## config.mk

```make
export PLATFORM = sky130hd
export DESIGN_NAME = txdefer_ctrl
export DESIGN_NICKNAME = d
export VERILOG_FILES = /design/src/rtl/txdefer_pkg.sv /design/src/rtl/txd_lfsr.sv /design/src/rtl/txd_retry_unit.sv /design/src/rtl/txd_unit_timer.sv /design/src/rtl/txdefer_ctrl.sv
export SDC_FILE = /design/constraint.sdc
export NUM_CORES = 1
export LEC_CHECK = 0
export ABC_CLOCK_PERIOD_IN_PS = 3300
export BUFFER_PORTS_ARGS = -buffer_cell sky130_fd_sc_hd__buf_4
export CAP_MARGIN = 5
export CORE_MARGIN = 5
export CORE_UTILIZATION = 50
export CTS_BUF_LIST = sky130_fd_sc_hd__clkbuf_8
export DETAILED_ROUTE_END_ITERATION = 10
export GPL_TIMING_DRIVEN = 0
export PLACE_DENSITY = 0.68
export SLEW_MARGIN = 5
export SYNTH_ARGS = -nofsm -noshare
export SYNTH_HDL_FRONTEND = slang
export SYNTH_HIERARCHICAL = 1
export SYNTH_SLANG_ARGS = --single-unit
export TNS_END_PERCENT = 5
```

## constraint.sdc

```tcl
create_clock -name clk -period 3.3 [get_ports clk]
set_clock_uncertainty 0.05 [all_clocks]
set_input_delay 0.165 -clock clk [delete_from_list [all_inputs] [get_ports clk]]
set_output_delay 0.165 -clock clk [all_outputs]
set_load 0.02 [all_outputs]
```

## src/rtl/txdefer_pkg.sv

```systemverilog
package txdefer_pkg;

    localparam int unsigned LFSR_W = 16;
    localparam logic [LFSR_W-1:0] LFSR_TAPS = 16'hB400;
    localparam logic [LFSR_W-1:0] LFSR_SEED = 16'hACE1;

    typedef struct packed {
        logic              load;
        logic [LFSR_W-1:0] slots;
    } backoff_req_t;

    function automatic logic [LFSR_W-1:0] lfsr_step(input logic [LFSR_W-1:0] s);
        logic [LFSR_W-1:0] nxt;
        nxt = s >> 1;
        if (s[0]) nxt = nxt ^ LFSR_TAPS;
        return nxt;
    endfunction

    function automatic logic [LFSR_W-1:0] backoff_mask(input int unsigned n,
                                                        input int unsigned limit);
        int unsigned e;
        e = (n < limit) ? n : limit;
        if (e >= LFSR_W) return '1;
        return (LFSR_W'(1) << e) - LFSR_W'(1);
    endfunction

endpackage

```

## src/rtl/txd_lfsr.sv

```systemverilog
module txd_lfsr
    import txdefer_pkg::*;
(
    input  logic              clk,
    input  logic              rst,
    output logic [LFSR_W-1:0] value
);
    logic [LFSR_W-1:0] state;

    always_ff @(posedge clk) begin
        if (rst) state <= LFSR_SEED;
        else     state <= lfsr_step(state);
    end

    assign value = state;
endmodule

```

## src/rtl/txd_retry_unit.sv

```systemverilog
module txd_retry_unit
    import txdefer_pkg::*;
#(
    parameter int unsigned MAX_ATTEMPTS  = 16,
    parameter int unsigned BACKOFF_LIMIT = 10
) (
    input  logic              clk,
    input  logic              rst,
    input  logic              collision,
    input  logic              tx_done,
    input  logic              test_mode,
    input  logic [LFSR_W-1:0] rnd,
    output backoff_req_t      req,
    output logic              excess
);
    localparam int unsigned AW = $clog2(MAX_ATTEMPTS + 1);

    logic [AW-1:0] attempts;
    logic [AW-1:0] next_n;
    logic          limit_hit;
    logic          excess_q;

    assign next_n    = attempts + AW'(1);
    assign limit_hit = (next_n == AW'(MAX_ATTEMPTS));

    always_ff @(posedge clk) begin
        if (rst) begin
            attempts <= '0;
            excess_q <= 1'b0;
        end else begin
            excess_q <= 1'b0;
            if (collision) begin
                if (limit_hit) begin
                    attempts <= '0;
                    excess_q <= 1'b1;
                end else begin
                    attempts <= next_n;
                end
            end else if (tx_done) begin
                attempts <= '0;
            end
        end
    end

    always_comb begin
        req.load  = collision && !limit_hit;
        if (test_mode)
            req.slots = LFSR_W'(1);
        else
            req.slots = rnd & backoff_mask(32'(next_n), BACKOFF_LIMIT);
    end

    assign excess = excess_q;
endmodule

```

## src/rtl/txd_unit_timer.sv

```systemverilog
module txd_unit_timer #(
    parameter int unsigned CNT_W = 16,
    parameter int unsigned UNIT  = 512
) (
    input  logic             clk,
    input  logic             rst,
    input  logic             load,
    input  logic [CNT_W-1:0] load_val,
    input  logic             hold,
    input  logic             unit_tick,
    input  logic             fast_mode,
    input  logic             fast_tick,
    output logic             active
);
    localparam int unsigned SUB_W = (UNIT > 1) ? $clog2(UNIT) : 1;
    localparam logic [SUB_W-1:0] SUB_LAST = SUB_W'(UNIT - 1);

    logic [CNT_W-1:0] units_left;
    logic [SUB_W-1:0] sub;

    always_ff @(posedge clk) begin
        if (rst) begin
            units_left <= '0;
            sub        <= '0;
        end else if (load) begin
            units_left <= load_val;
            sub        <= '0;
        end else if (units_left != '0 && !hold) begin
            if (fast_mode) begin
                if (fast_tick) units_left <= units_left - CNT_W'(1);
            end else if (unit_tick) begin
                if (sub == SUB_LAST) begin
                    sub        <= '0;
                    units_left <= units_left - CNT_W'(1);
                end else begin
                    sub <= sub + SUB_W'(1);
                end
            end
        end
    end

    assign active = (units_left != '0);
endmodule

```

## src/rtl/txdefer_ctrl.sv

```systemverilog
module txdefer_ctrl
    import txdefer_pkg::*;
#(
    parameter int unsigned SLOT_BITS     = 512,
    parameter int unsigned QUANTUM_BITS  = 512,
    parameter int unsigned MAX_ATTEMPTS  = 16,
    parameter int unsigned BACKOFF_LIMIT = 10,
    parameter int unsigned QUANTA_W      = 16
) (
    input  logic                clk,
    input  logic                rst,
    input  logic                bit_tick,
    input  logic                rx_ce,
    input  logic                tx_start,
    input  logic                tx_done,
    input  logic                collision,
    input  logic                pause_rx,
    input  logic [QUANTA_W-1:0] pause_quanta,
    input  logic                pause_en,
    input  logic                test_mode,
    output logic                tx_allowed,
    output logic                excess_retry
);
    logic [LFSR_W-1:0] rnd;
    backoff_req_t      bo_req;
    logic              bo_active;
    logic              pause_active;
    logic              in_flight;

    always_ff @(posedge clk) begin
        if (rst)                         in_flight <= 1'b0;
        else if (tx_done || collision)   in_flight <= 1'b0;
        else if (tx_start)               in_flight <= 1'b1;
    end

    txd_lfsr u_lfsr (
        .clk   (clk),
        .rst   (rst),
        .value (rnd)
    );

    txd_retry_unit #(
        .MAX_ATTEMPTS  (MAX_ATTEMPTS),
        .BACKOFF_LIMIT (BACKOFF_LIMIT)
    ) u_retry (
        .clk       (clk),
        .rst       (rst),
        .collision (collision),
        .tx_done   (tx_done),
        .test_mode (test_mode),
        .rnd       (rnd),
        .req       (bo_req),
        .excess    (excess_retry)
    );

    txd_unit_timer #(
        .CNT_W (LFSR_W),
        .UNIT  (SLOT_BITS)
    ) u_backoff (
        .clk       (clk),
        .rst       (rst),
        .load      (bo_req.load),
        .load_val  (bo_req.slots),
        .hold      (1'b0),
        .unit_tick (bit_tick),
        .fast_mode (1'b0),
        .fast_tick (1'b0),
        .active    (bo_active)
    );

    txd_unit_timer #(
        .CNT_W (QUANTA_W),
        .UNIT  (QUANTUM_BITS)
    ) u_pause (
        .clk       (clk),
        .rst       (rst),
        .load      (pause_rx && pause_en),
        .load_val  (pause_quanta),
        .hold      (in_flight),
        .unit_tick (bit_tick),
        .fast_mode (test_mode),
        .fast_tick (rx_ce),
        .active    (pause_active)
    );

    assign tx_allowed = !bo_active && !pause_active;
endmodule

```

==> results.json <==
{
  "status": "finished, final reports clean",
  "setup_viol": 0,
  "cellPowerDensity_nw_per_um2": 422,
  "synth_top_area_share_pct": 33.6,
  "cts_buffers": 9,
  "maxSlewViolCount": 0,
  "synth_ff_type": "dfxtp_1",
  "io_pins": 28,
  "final_core_util_pct": 57.6,
  "ys_async_sr_fraction_pct": 0,
  "cts_root_buffer": "clkbuf_8",
  "initial_core_util_pct": 50.6,
  "dp_slack_ps": 221,
  "cp_num_buf_inv": 3,
  "gp_congestion": 0.810,
  "leakage_nw": 1.79,
  "netlist_area_sq_um": 4350,
  "cp_data_arrival_time_ps": 3290,
  "fp-row-count": 34,
  "vias": 3662,
  "cts-htree-levels": 3,
  "use_met2_pct": 32.0,
  "fin_area_sq_um": 4950,
  "dp_hpwl_mm": 6.84,
  "grt_pass1_wl_mm": 16.1,
  "period_share_pct": 94.0,
  "drtIter0Drc": 135,
  "min_period_ps": 3100,
  "fill_cells": 812,
  "ys_seq_elements": 73,
  "drv_cap": 0,
  "via_per_inst": 5.57,
  "final_cell_mix": "dfxtp_1, nor2_1, a21oi_1",
  "fin_ws_ps": 199,
  "final_common_cell": "dfxtp_1",
  "ant_nets": 0,
  "multi_input_area_sq_um": 2680,
  "grtUsageTotal_pct": 18.7,
  "seq_area_frac_synth_pct": 33.6,
  "synthDistinctLibCells": 75,
  "dr.pass1.iters": 5,
  "grt_overflow_total": 0,
  "use_met1_pct": 24.0,
  "synth_edf_count": 0,
  "fmax_ghz": 0.322,
  "cp.required_ps": 3490,
  "end_kind": "register",
  "hold_viol": 0,
  "cp_max_fo": 10,
  "clock_latency_ps": 350,
  "fin_nets": 579,
  "worstPathCellList": "ha_1 -> buf_6 -> and2_4 -> a21oi_1 -> o32ai_4 -> nand2_1 -> ha_1 -> buf_12 -> or3b_2 -> mux2i_1 -> inv_1 -> a2111oi_2",
  "drt-total-wl_mm": 9.44,
  "cts_max_path_buffers": 2,
  "path_clk_slew_ps": 80,
  "n_antenna_cell": 0,
  "dieWidth_um": 103,
  "worstMarginPinSlew_ps": 542,
  "avgSynthCellArea_sq_um": 8.75,
  "place_area_sq_um": 4720,
  "grt_max_degree": 17,
  "grt_most_used_layer": "met2",
  "cts_setup_buffers": 0,
  "hp-class": "in2reg",
  "critical_path.top_delay_family": "simple AND/OR/NAND/NOR gates",
  "slew_headroom_pct": 63.9,
  "fin_tns_setup_ps": 0,
  "grt_util_met3_pct": 3.69,
  "drc": 0,
  "wl_per_cell_um": 14.4,
  "grt_pass1_vias": 3482,
  "dieArea_sq_um": 10700,
  "portBuffers": 27,
  "cts_sinks": 73,
  "critPathLaunchType": "register",
  "syn_inst": 497,
  "cp_common_cell": "ha_1",
  "layout-drive-gt1-share_pct": 20.5,
  "die_h_um": 103,
  "ys.warnings.count": 6,
  "synth_top_area_cell": "dfxtp_1",
  "area_growth_pct": 13.9,
  "core-area_sq_um": 8590,
  "slowest_stage": "dfxtp_1",
  "ir_drop_uv": 250,
  "tritoncts": "built",
  "crit_type": "reg2reg",
  "rsz0062_at_grt": "no",
  "antenna_found_initial": 0,
  "regArea_sq_um": 1460,
  "yosys-top-cells-area": "dfxtp_1, a211oi_1, nor2_1, xnor2_1, a21oi_1",
  "power_mw": 2.09,
  "cpPeakStageDelay_ps": 450
}
sequential cells by signal, indices dropped and copies added, names as in the netlist:
| register | count |
|---|---|
| in_flight | 1 |
| u_backoff/sub | 9 |
| u_backoff/units_left | 16 |
| u_lfsr/value | 16 |
| u_pause/sub | 9 |
| u_pause/units_left | 16 |
| u_retry/attempts | 5 |
| u_retry/excess | 1 |
timing repair:
item	CTS	global route
endpoints found under the hold margin	1	0
hold buffers	2	0
setup endpoints to repair	0	1
resized for setup	0	2
worst paths after layout:
kind | startpoint | end | slack [ps] | depth (start not counted)
hold / removal | pause_quanta[11] | u_pause/units_left[11] | 30 | 3
hold reg to reg | u_lfsr/value[12] | u_lfsr/value[11] | 390 | 1
setup reg to reg | u_retry/attempts[1] | u_backoff/units_left[2] | 200 | 12
setup / recovery | u_retry/attempts[1] | u_backoff/units_left[2] | 200 | 12
metrics by stage:
step,std cells,hold slack (ps)
2_1_floorplan,505,185
4_1_cts,658,12.6
3_3_place_gp,640,307
3_5_place_dp,640,311
5_1_grt,658,12.8
6_report,658,26.8
cells in the mapped netlist, types with 7 or more instances:
cell	instances
a31oi_1	7
nand3b_1	11
buf_4	7
or3_1	8
inv_1	17
nand2_1	23
nor3b_1	9
a21oi_1	35
nor3_1	13
and3_1	7
o211ai_1	7
a211oi_1	25
o21ai_0	15
xnor2_1	21
nand3_1	10
nor2_1	50
clkbuf_1	13
dfxtp_1	73
ha_1	8
metal layers:
layer / vias to the layer above / share of wire [%]
met2: 42 / 48
met4: 0 / 0.73
li1: 1886 / -
met3: 5 / 3.0
met5: - / 0
met1: 1729 / 48
where the power goes:
part	leakage, nW	internal (mW)	total [mW]	switching (mW)
Sequential	0.599	0.926	0.969	0.0434
Clock	0.100	0.356	0.714	0.359
Combinational	1.09	0.183	0.408	0.225
Total	1.79	1.46	2.09	0.627
tightest hold or removal path, stage by stage:
cell	delay (ps)
buf_4	110
nand2_1	50
a21oi_1	50
cell families (layout without fill, tap and decap cells):
logic type | Yosys count | count (layout) | share of synthesized area [%]
flops | 73 | 73 | 33.6
fa+ha+maj | 8 | 8 | 2.30
simple gates | 204 | 204 | 28.6
other cells | 2 | 10 | 0.173
compound gates | 130 | 130 | 22.2
xor+xnor | 25 | 25 | 5.47
mux | 7 | 7 | 1.73
buf+inv | 48 | 93 | 5.93
cell type report:
class / count / area share [%]
plain buffers: 31 / 3.92
clock buffers: 9 / 2.50
repair buffers: 29 / 4.50
multi-input cells: 384 / 54.0
well taps: 108 / 2.73
flip-flops and latches: 73 / 29.5
inverters: 17 / 1.29
clock inverters: 7 / 1.57
Power figures use the tool's default switching activity.
